[config.mk]
export PLATFORM = sky130hd
export DESIGN_NAME = pool_binarize
export DESIGN_NICKNAME = d
export VERILOG_FILES = /design/src/rtl/pb_pkg.sv /design/src/rtl/pb_pos_track.sv /design/src/rtl/pb_pool_stage.sv /design/src/rtl/pb_thresh_stage.sv /design/src/rtl/pool_binarize.sv
export SDC_FILE = /design/constraint.sdc
export NUM_CORES = 1
export LEC_CHECK = 0
export ABC_AREA = 1
export CAP_MARGIN = 10
export CORE_MARGIN = 5
export CORE_UTILIZATION = 53
export CTS_CLUSTER_DIAMETER = 40
export CTS_CLUSTER_SIZE = 20
export DETAILED_ROUTE_END_ITERATION = 10
export PLACE_DENSITY = 0.74
export SLEW_MARGIN = 5
export SYNTH_ARGS = -nofsm -noshare
export SYNTH_HDL_FRONTEND = slang
export SYNTH_SLANG_ARGS = --single-unit
[constraint.sdc]
create_clock -name clk -period 3.87 [get_ports clk]
set_input_delay 0.9675 -clock clk [delete_from_list [all_inputs] [get_ports clk]]
set_output_delay 0.9675 -clock clk [all_outputs]
set_load 0.005 [all_outputs]
[src/rtl/pb_pkg.sv]
// Shared types for the pooled threshold binarizer.
// Assumes nothing beyond the raster order of the input stream.
package pb_pkg;
    // Role of a raster position inside its 2x2 pooling window.
    typedef enum logic [1:0] {
        POS_TOP_LEFT  = 2'b00,  // even row, even column: start a pair
        POS_TOP_RIGHT = 2'b01,  // even row, odd column: store pair maximum
        POS_BOT_LEFT  = 2'b10,  // odd row, even column: start a pair
        POS_BOT_RIGHT = 2'b11   // odd row, odd column: window closes
    } pos_kind_e;
endpackage

[src/rtl/pb_pos_track.sv]
// Raster position tracker.
// Counts accepted beats across a MAP_W x MAP_H map and wraps to (0,0) after
// the last one. It reports the window role of the current beat and the index
// of its column pair. Assumes MAP_W is even and >= 4, and MAP_H is even.
module pb_pos_track #(
    parameter int MAP_W = 8,
    parameter int MAP_H = 4,
    localparam int CW = $clog2(MAP_W),
    localparam int RW = (MAP_H > 2) ? $clog2(MAP_H) : 1
) (
    input  logic              clk,
    input  logic              rst_n,
    input  logic              adv,
    output logic [CW-2:0]     pair_idx,
    output pb_pkg::pos_kind_e kind
);
    logic [CW-1:0] col;
    logic [RW-1:0] row;

    // Step the position on each accepted beat, wrapping at row and map ends.
    always_ff @(posedge clk) begin
        if (!rst_n) begin
            col <= '0;
            row <= '0;
        end else if (adv) begin
            if (col == CW'(MAP_W - 1)) begin
                col <= '0;
                row <= (row == RW'(MAP_H - 1)) ? '0 : row + 1'b1;
            end else begin
                col <= col + 1'b1;
            end
        end
    end

    // Decode the window role and pair index from the low position bits.
    always_comb begin
        pair_idx = col[CW-1:1];
        kind     = pb_pkg::pos_kind_e'({row[0], col[0]});
    end
endmodule

[src/rtl/pb_pool_stage.sv]
// Streaming 2x2 max-pool stage with a bypass.
// In pooled mode it keeps the first count of each pair, stores each pair
// maximum of an even row in a half-width line buffer, and emits the window
// maximum when the odd-row pair closes. In bypass it registers every count.
// One register stage. Assumes the pool mode is steady across a map.
module pb_pool_stage #(
    parameter int MAP_W = 8,
    parameter int CNT_W = 10,
    parameter int CH_W  = 2,
    localparam int LB_D = MAP_W / 2,
    localparam int PW   = $clog2(MAP_W) - 1
) (
    input  logic                    clk,
    input  logic                    rst_n,
    input  logic                    pool_en,
    input  logic                    in_valid,
    input  logic signed [CNT_W-1:0] in_count,
    input  logic [CH_W-1:0]         in_ch,
    input  logic [PW-1:0]           pair_idx,
    input  pb_pkg::pos_kind_e       kind,
    output logic                    pv_valid,
    output logic signed [CNT_W-1:0] pv_value,
    output logic [CH_W-1:0]         pv_ch
);
    logic signed [CNT_W-1:0] hold_q;
    logic signed [CNT_W-1:0] lb [LB_D];
    logic [LB_D-1:0]         lb_we;
    logic signed [CNT_W-1:0] pair_max;
    logic signed [CNT_W-1:0] win_max;

    function automatic logic signed [CNT_W-1:0] smax(
        input logic signed [CNT_W-1:0] a,
        input logic signed [CNT_W-1:0] b
    );
        return (a >= b) ? a : b;
    endfunction

    // Maximum of the current pair, and of the pair with the row above.
    always_comb begin
        pair_max = smax(hold_q, in_count);
        win_max  = smax(lb[pair_idx], pair_max);
    end

    // One write enable per line-buffer slot.
    for (genvar g = 0; g < LB_D; g++) begin : g_lb_we
        assign lb_we[g] = pool_en && in_valid && (kind == pb_pkg::POS_TOP_RIGHT)
                          && (pair_idx == PW'(g));
    end

    // Store even-row pair maxima until the odd row closes each window.
    always_ff @(posedge clk) begin
        if (!rst_n) begin
            for (int i = 0; i < LB_D; i++) lb[i] <= '0;
        end else begin
            for (int i = 0; i < LB_D; i++) if (lb_we[i]) lb[i] <= pair_max;
        end
    end

    // Keep the first count of each horizontal pair.
    always_ff @(posedge clk) begin
        if (!rst_n) begin
            hold_q <= '0;
        end else if (pool_en && in_valid && !kind[0]) begin
            hold_q <= in_count;
        end
    end

    // Emit a pooled maximum on window close, or every count in bypass.
    always_ff @(posedge clk) begin
        if (!rst_n) begin
            pv_valid <= 1'b0;
            pv_value <= '0;
            pv_ch    <= '0;
        end else begin
            pv_valid <= 1'b0;
            pv_value <= '0;
            pv_ch    <= '0;
            if (in_valid && !pool_en) begin
                pv_valid <= 1'b1;
                pv_value <= in_count;
                pv_ch    <= in_ch;
            end else if (in_valid && kind == pb_pkg::POS_BOT_RIGHT) begin
                pv_valid <= 1'b1;
                pv_value <= win_max;
                pv_ch    <= in_ch;
            end
        end
    end
endmodule

[src/rtl/pb_thresh_stage.sv]
// Per-channel threshold table and comparator.
// Holds one signed threshold per channel, written through a simple port.
// Each incoming value gives either a greater-or-equal bit or the signed
// difference to the threshold, in one register stage. A write in the same
// cycle as a compare is not seen by that compare.
module pb_thresh_stage #(
    parameter int N_CH  = 4,
    parameter int CNT_W = 10,
    localparam int CH_W = $clog2(N_CH)
) (
    input  logic                    clk,
    input  logic                    rst_n,
    input  logic                    final_en,
    input  logic                    wr_en,
    input  logic [CH_W-1:0]         wr_ch,
    input  logic signed [CNT_W-1:0] wr_value,
    input  logic                    pv_valid,
    input  logic signed [CNT_W-1:0] pv_value,
    input  logic [CH_W-1:0]         pv_ch,
    output logic                    out_valid,
    output logic                    out_bit,
    output logic signed [CNT_W:0]   out_value,
    output logic [CH_W-1:0]         out_ch
);
    logic signed [CNT_W-1:0] thr [N_CH];
    logic [N_CH-1:0]         thr_sel;
    logic signed [CNT_W-1:0] thr_rd;
    logic signed [CNT_W:0]   diff;

    // Decode the write port into per-entry enables.
    for (genvar g = 0; g < N_CH; g++) begin : g_thr_sel
        assign thr_sel[g] = wr_en && (wr_ch == CH_W'(g));
    end

    // Hold the per-channel thresholds.
    always_ff @(posedge clk) begin
        if (!rst_n) begin
            for (int i = 0; i < N_CH; i++) thr[i] <= '0;
        end else begin
            for (int i = 0; i < N_CH; i++) if (thr_sel[i]) thr[i] <= wr_value;
        end
    end

    // Read the channel threshold and form the widened signed difference.
    always_comb begin
        thr_rd = thr[pv_ch];
        diff   = {pv_value[CNT_W-1], pv_value} - {thr_rd[CNT_W-1], thr_rd};
    end

    // Register the bit or score; all fields read 0 when there is no result.
    always_ff @(posedge clk) begin
        if (!rst_n) begin
            out_valid <= 1'b0;
            out_bit   <= 1'b0;
            out_value <= '0;
            out_ch    <= '0;
        end else begin
            out_valid <= pv_valid;
            out_ch    <= pv_valid ? pv_ch : '0;
            out_bit   <= pv_valid && !final_en && !diff[CNT_W];
            out_value <= (pv_valid && final_en) ? diff : '0;
        end
    end
endmodule

[src/rtl/pool_binarize.sv]
// Pooled threshold binarizer, top level.
// Counts in raster order go through an optional 2x2 max-pool and then a
// per-channel threshold compare. The result appears two cycles after the
// triggering beat. Assumes MAP_W even and >= 4, MAP_H even, N_CH >= 2,
// and mode inputs held steady while a map is in flight.
module pool_binarize #(
    parameter int MAP_W = 8,
    parameter int MAP_H = 4,
    parameter int N_CH  = 4,
    parameter int CNT_W = 10,
    localparam int CH_W = $clog2(N_CH),
    localparam int PW   = $clog2(MAP_W) - 1
) (
    input  logic                    clk,
    input  logic                    rst_n,
    input  logic                    cfg_pool,
    input  logic                    cfg_final,
    input  logic                    in_valid,
    input  logic signed [CNT_W-1:0] in_count,
    input  logic [CH_W-1:0]         in_ch,
    input  logic                    thr_we,
    input  logic [CH_W-1:0]         thr_ch,
    input  logic signed [CNT_W-1:0] thr_value,
    output logic                    out_valid,
    output logic                    out_bit,
    output logic signed [CNT_W:0]   out_value,
    output logic [CH_W-1:0]         out_ch
);
    logic [PW-1:0]           pair_idx;
    pb_pkg::pos_kind_e       kind;
    logic                    pv_valid;
    logic signed [CNT_W-1:0] pv_value;
    logic [CH_W-1:0]         pv_ch;

    pb_pos_track #(.MAP_W(MAP_W), .MAP_H(MAP_H)) u_pos (
        .clk      (clk),
        .rst_n    (rst_n),
        .adv      (in_valid),
        .pair_idx (pair_idx),
        .kind     (kind)
    );

    pb_pool_stage #(.MAP_W(MAP_W), .CNT_W(CNT_W), .CH_W(CH_W)) u_pool (
        .clk      (clk),
        .rst_n    (rst_n),
        .pool_en  (cfg_pool),
        .in_valid (in_valid),
        .in_count (in_count),
        .in_ch    (in_ch),
        .pair_idx (pair_idx),
        .kind     (kind),
        .pv_valid (pv_valid),
        .pv_value (pv_value),
        .pv_ch    (pv_ch)
    );

    pb_thresh_stage #(.N_CH(N_CH), .CNT_W(CNT_W)) u_thr (
        .clk       (clk),
        .rst_n     (rst_n),
        .final_en  (cfg_final),
        .wr_en     (thr_we),
        .wr_ch     (thr_ch),
        .wr_value  (thr_value),
        .pv_valid  (pv_valid),
        .pv_value  (pv_value),
        .pv_ch     (pv_ch),
        .out_valid (out_valid),
        .out_bit   (out_bit),
        .out_value (out_value),
        .out_ch    (out_ch)
    );
endmodule

==> metrics.md, run 1 <==
| Metric | Value |
|---|---|
| Yosys reg bits | `125` |
| VDD IR max | `0.350 mV` |
| 1st-iter DRT viols | `451` |
| Pin count of the biggest net entering global routing | `21` |
| Starting density of the core | `54.2%` |
| Fmax achieved | `265 MHz` |
| Post-route insts no fill | `957` |
| Asr flop ratio synth | `0%` |
| Max Clock Skew | `0.00941 ns` |
| Die ar. | `13900 um^2` |
| Core Area | `11400 um^2` |
| # IOs | `45` |
| Synth warn | `0` |
| Area Growth Syn to Fin | `31.4%` |
| Root buf cell | `clkbuf_16` |
| Startpoint types | `input port` |
| Post-Syn Area per Cell | `8.98 um^2` |
| Crit path required time | `4.21 ns` |
| WL per Instance | `17.7 um` |
| Vias | `5421` |
| EDFF count, synth | `80` |
| Congestion Overflow GR | `0` |
| Worst slew pin tran | `0.876 ns` |
| Placer's final routability congestion estimate | `0.964` |
| Status | `finished, final reports clean` |
| DRT Wirelength | `16.9 mm` |
| Post-synth top flop | `edfxtp_1` |
| # setup viols final | `0` |
| Share of post-route cells with drive strength above 1 | `20.9%` |
| TritonCTS Buffers | `17` |
| Seq/Total Area, Yosys | `53.4%` |
| Nets | `863` |
| Longest Clk Path Bufs | `2` |
| MaxCap Viol Count | `0` |
| CP endpoint kind | `flip-flop` |
| Synthesized area | `6190 um^2` |
| TritonRoute pass-1 iters | `5` |
| Worst-path maximum fanout | `7` |
| Synth top cells by count | `nor2_1 (127), nand2_1 (111), edfxtp_1 (80)` |
| First-pass GRT wire length | `26.2 mm` |
| PD cells | `483 nW/um^2` |
| Fillers | `842` |
| Clk sinks | `125` |
| Worst EP arrival | `4.12 ns` |
| DP Wirelength | `11.7 mm` |
| Most numerous cell in the Yosys netlist | `nor2_1` |
| TritonCTS clock tree | `done` |
| Final worst path period need | `3.77 ns` |
| Later-pin clock latency in the skew report | `0.42 ns` |
| Post-Route Setup TNS | `0 ns` |
| Die height | `118 um` |
| Leakage power | `3.57 nW` |
| Vias in the first global route | `5279` |
| Via density | `5.66` |
| Net count after synthesis | `751` |
| H-tree Lvls | `4` |
| Top cells by area, synth | `edfxtp_1 (39%), dfxtp_1 (15%), nor2_1 (7.7%), nand2_1 (6.7%), ha_1 (6.3%)` |
| Routed Antenna Nets | `0` |
| WS Path Type | `input port to flip-flop` |
| Area leader, netlist | `edfxtp_1` |
| Clock Pin Slew Worst Setup and Hold Paths | `0.06 ns` |
| Drc violations | `0` |
| Count of final hold-check violations | `0` |
| Antenna Cells | `0` |
| Synth cell types | `37` |
| Cell Rows | `39` |
| Slew Limit Headroom | `41.4%` |
| Die width | `118 um` |
| Tcrit/Tclk final | `97.5%` |
| Top-area cell type share of the netlist area | `38.8%` |
| Placed Cells | `912` |
| Slew Limit Fails | `0` |
| Worst hold path type | `flip-flop to flip-flop` |
| GRT Total Usage | `24.0%` |
| Initial antenna violation count | `0` |
| IO buf count | `44` |
| Post-Synthesis Cells | `689` |
==> flip-flops by register name, indices dropped and copies added (netlist names), named ones only <==
register	count
u_pool.hold_q	10
u_pool.lb	40
u_pool.pv_ch	2
u_pool.pv_valid	1
u_pool.pv_value	10
u_pos.col	3
u_pos.row	2
u_thr.out_bit	1
u_thr.out_ch	2
u_thr.out_valid	1
u_thr.out_value	11
u_thr.thr	40
==> placed cells by master, fill, tap and decap left out, drive strengths merged <==
master,count
a21oi,58
dlymetal6s2s,7
a21o,2
edfxtp,80
nand3,30
clkbuf,18
nand4,24
buf,71
o21bai,2
a22oi,1
nand3b,2
nor3b,1
o31ai,1
nor3,4
a32o,11
a211oi,1
inv,79
o22ai,1
a21boi,1
bufinv,4
ha,31
o21a,1
nor2,129
dlygate4sd2,2
fa,1
nand2,118
clkdlybuf4s50,35
clkinvlp,2
dfxtp,45
or2,15
a32oi,8
clkinv,6
o21ai,23
==> worst max-delay path: stages <==
cell and delay, ns:
dlygate4sd2_1 0.27, inv_1 0.08, ha_1 0.31, nand2_1 0.06, nand2_1 0.06, a21oi_2 0.17
nand3_2 0.13, nand2_4 0.12, nand3_4 0.17, buf_4 0.20, a21oi_4 0.18, ha_1 0.26
nand2_1 0.08, nor2_1 0.05, o21ai_0 0.07, inv_1 0.06, nand3_1 0.09, nand2_1 0.06
inv_2 0.09, nand3_4 0.12, buf_4 0.18, nand4_1 0.10, nand3_2 0.08, a21oi_2 0.15
==> where the power goes <==
part	total (W)	switching (W)	internal (W)
sequential	0.00152	0.0000322	0.00148
combinational	0.000737	0.000436	0.000301
clock	0.00167	0.000595	0.00108
total	0.00393	0.00106	0.00286
==> per-layer routing <==
metal  GRT usage (%)  part of all wire (%)  up-vias
met2            38.4                    49      233
met3            6.54                   8.1       53
met1            30.8                    40     2556
li1                -                     -     2579
met5               0                     0        -
met4            9.89                   3.5        0
==> final cells by class <==
cell class                      instances  area, um^2  area share (%)
Clock buffer                           18         429            5.28
Clock inverter                         14         191            2.35
Inverter                               77         289            3.55
Multi-Input combinational cell        465        2730            33.6
Sequential cell                       125        3300            40.6
Tap cell                              143         179            2.20
Timing Repair Buffer                  115        1010            12.4
==> logic make-up (layout without fill, tap and decap cells) <==
logic type               count (synthesis)  count (layout)  share of synthesized area, %
AND/OR/NAND/NOR                        321             323                          23.0
flip-flops                             125             125                          53.4
AO/OA/AOI/OAI                          110             110                          10.7
buffers and inverters                  101             224                          6.31
adder cells (fa/ha/maj)                 32              32                          6.59
==> path summary, 6_finish.rpt <==
| check | from | slack [ns] | cells past startpoint | endpoint |
|---|---|---|---|---|
| hold reg to reg | u_pos.row[1]$_SDFFE_PN0P_ | 0.47 | 2 | u_pos.row[1]$_SDFFE_PN0P_ |
| setup reg to reg | u_pool.pv_ch[0]$_SDFF_PN0_ | 0.36 | 19 | u_thr.out_value[9]$_SDFF_PN0_ |
| hold / removal | u_pos.row[1]$_SDFFE_PN0P_ | 0.47 | 2 | u_pos.row[1]$_SDFFE_PN0P_ |
| setup / recovery | in_count[7] | 0.1 | 24 | u_pool.pv_value[1]$_SDFF_PN0_ |
==> per-stage QoR <==
step	util (%)	instance area, um^2	worst slack [ns]	total power [W]	hold WS (ns)
floorplan	-	6200	0.0102	0.00191	0.443
global placement	62.7	7160	-0.631	0.00213	0.454
detailed placement	62.7	7160	-0.650	0.00214	0.472
CTS	69.5	7940	0.00173	0.00384	0.479
global route	71.2	8130	-0.0310	0.00407	0.492
finish	71.2	8130	0.0954	0.00393	0.470
==> timing repair <==
| item | in CTS | in global routing |
|---|---|---|
| resized for setup | 20 | 42 |
| cloned | 2 | 3 |
| pin swaps | 9 | 22 |
| hold buffers | 0 | 0 |
| endpoints found under the setup margin | 10 | 10 |
| setup buffers | 6 | 2 |
(Power assumes the default switching activity.)
==> run 2: changes to the inputs <==
Settings changed: ABC_CLOCK_PERIOD_IN_PS set to 3870, CORE_UTILIZATION 53 to 25, CTS_BUF_LIST set to sky130_fd_sc_hd__clkbuf_4, PLACE_DENSITY 0.74 to 0.4.
==> metrics.md, run 2 (synthesized netlist as in run 1, its figures left out) <==
| Metric | Value |
|---|---|
| Status | `finished, final reports clean` |
| # IOs | `45` |
| Clock Pin Slew Worst Setup and Hold Paths | `0.12 ns` |
| Clk sinks | `125` |
| Core Area | `24300 um^2` |
| Routed Antenna Nets | `0` |
| RSZ-0062 raised after global routing | `no` |
| GRT Total Usage | `12.9%` |
| Slew Limit Fails | `0` |
| Crit path required time | `4.33 ns` |
| Most frequent cells in the layout | `nor2_1 (120), nand2_1 (104), edfxtp_1 (80), inv_1 (71), buf_4 (68)` |
| Slew Limit Headroom | `42.3%` |
| Congestion Overflow GR | `0` |
| PD cells | `406 nW/um^2` |
| Place WS | `-0.604 ns` |
| CP endpoint kind | `flip-flop` |
| VDD IR max | `0.188 mV` |
| Most common cell after layout, fill and taps aside | `nor2_1` |
| Root buf cell | `clkbuf_4` |
| Share of post-route cells with drive strength above 1 | `21.5%` |
| Vias in the first global route | `5204` |
| Worst Path Buf+Inv | `3` |
| First-pass GRT wire length | `27.8 mm` |
| Starting density of the core | `25.4%` |
| CP top delay family | `simple AND/OR/NAND/NOR gates` |
| TritonCTS Buffers | `17` |
| Startpoint types | `input port` |
| Worst-path maximum fanout | `8` |
| DP Wirelength | `13.1 mm` |
| Nets | `863` |
| Largest regs | `u_pool.lb (40), u_thr.thr (40), u_thr.out_value (11)` |
| H-tree Lvls | `4` |
| WL per Instance | `16.2 um` |
| Worst slew pin tran | `0.856 ns` |
| Die height | `167 um` |
| 1st-iter DRT viols | `218` |
| Hold-fix buffers, CTS | `0` |
| Post-Route Setup TNS | `0 ns` |
| Count of final hold-check violations | `0` |
| Worst setup margin | `0.257 ns` |
| Drc violations | `0` |
| Cell Rows | `57` |
| Final worst path period need | `3.61 ns` |
| Total Power | `0.00328 W` |
| WS Path Type | `input port to flip-flop` |
| Worst EP arrival | `4.08 ns` |
| # setup viols final | `0` |
| Die width | `167 um` |
| TritonRoute pass-1 iters | `5` |
| DRT Wirelength | `18.5 mm` |
| TritonCTS clock tree | `done` |
| Vias | `5126` |
| Longest Clk Path Bufs | `2` |
| CP max-delay cell | `clkdlybuf4s50_1` |
| Leakage power | `3.45 nW` |
| Later-pin clock latency in the skew report | `0.55 ns` |
| Die ar. | `28000 um^2` |
| MaxCap Viol Count | `0` |
| IO buf count | `44` |
| Placer's final routability congestion estimate | `0.768` |
| Final Cell Area | `8080 um^2` |
| Pin count of the biggest net entering global routing | `21` |
| Worst path cell trace | `clkdlybuf4s50_1 > ha_1 > inv_1 > nand2_1 > nand2_1 > nand3_4 > nand3_4 > nand2_4 > nand3_4 > nor2_2 > a21oi_2 > ha_1 > a21oi_1 > nor2_1 > a211oi_2 > nand2_1 > inv_2 > nand2_2 > nand2_4 > nand3_4 > nand2_1 > nand3_1 > a21oi_2` |
| Placed cell area | `7410 um^2` |
| Via density | `4.50` |
| Initial antenna violation count | `1` |
| Fmax achieved | `277 MHz` |
| Worst hold slack | `0.476 ns` |
| Worst hold path type | `flip-flop to flip-flop` |
| Max incr delay on CP | `0.54 ns` |
| Area Growth Syn to Fin | `30.5%` |
| Tcrit/Tclk final | `93.4%` |
| Max Clock Skew | `0.0310 ns` |
==> run 2: layout make-up <==
type	count	area, um^2
flip-flops and latches	125	3300
inverters	77	289
diodes	1	2.50
multi-input cells	465	2760
well taps	324	405
clock buffers	18	135
fillers	2523	16200
clock inverters	14	181
repair buffers	115	1010
==> run 2: path summary, 6_finish.rpt <==
path	start	end	slack (ns)	depth (start not counted)
max	in_count[0]	u_pool.pv_value[8]$_SDFF_PN0_	0.26	23
min	u_pos.row[1]$_SDFFE_PN0P_	u_pos.row[1]$_SDFFE_PN0P_	0.48	2
max reg2reg	u_pool.hold_q[5]$_SDFFE_PN0P_	u_pool.pv_value[8]$_SDFF_PN0_	0.62	23
min reg2reg	u_pos.row[1]$_SDFFE_PN0P_	u_pos.row[1]$_SDFFE_PN0P_	0.48	2
==> run 2: worst register-to-register path, stage by stage, from the launching register on <==
cell and delay, ns:
dfxtp_1 0.47, ha_4 0.25, nand2_2 0.08, inv_1 0.04, nand2_1 0.05, nand2_1 0.06
nand2_2 0.11, nand3_4 0.09, nand2_4 0.12, nand3_4 0.18, nor2_2 0.17, a21oi_2 0.05
ha_1 0.31, a21oi_1 0.15, nor2_1 0.06, a211oi_2 0.19, nand2_1 0.08, inv_2 0.09
nand2_2 0.06, nand2_4 0.11, nand3_4 0.11, nand2_1 0.08, nand3_1 0.10, a21oi_2 0.16
==> run 2: timing repair <==
action,CTS,global route
setup buffers,0,8
gates resized for setup,2,60
gates cloned,0,2
pin swaps,0,26
endpoints found under the setup margin,9,10
==> run 2: stage by stage <==
| step | cells | utilization (%) |
|---|---|---|
| after global routing | 1139 | 33.2 |
| after CTS | 1128 | 31.8 |
| final | 1139 | 33.2 |
| after floorplan | 689 | - |
| after global placement | 1096 | 30.5 |
| after detailed placement | 1096 | 30.5 |
==> run 2: where the power goes <==
part | total, W | switching [W] | internal, W | leakage (nW)
Clock | 0.00104 | 0.000566 | 0.000469 | 0.169
Sequential | 0.00151 | 0.0000281 | 0.00148 | 1.17
Combinational | 0.000732 | 0.000427 | 0.000305 | 2.10
==> run 2: metal layers <==
metal | wire length, um | global-route usage, % | part of all wire [%] | vias to the layer above
met5 | 0 | 0 | 0 | -
met4 | 571 | 5.22 | 3.1 | 0
met3 | 588 | 2.50 | 3.2 | 27
met2 | 9110 | 22.3 | 49 | 74
met1 | 8210 | 15.7 | 44 | 2458
li1 | - | - | - | 2567
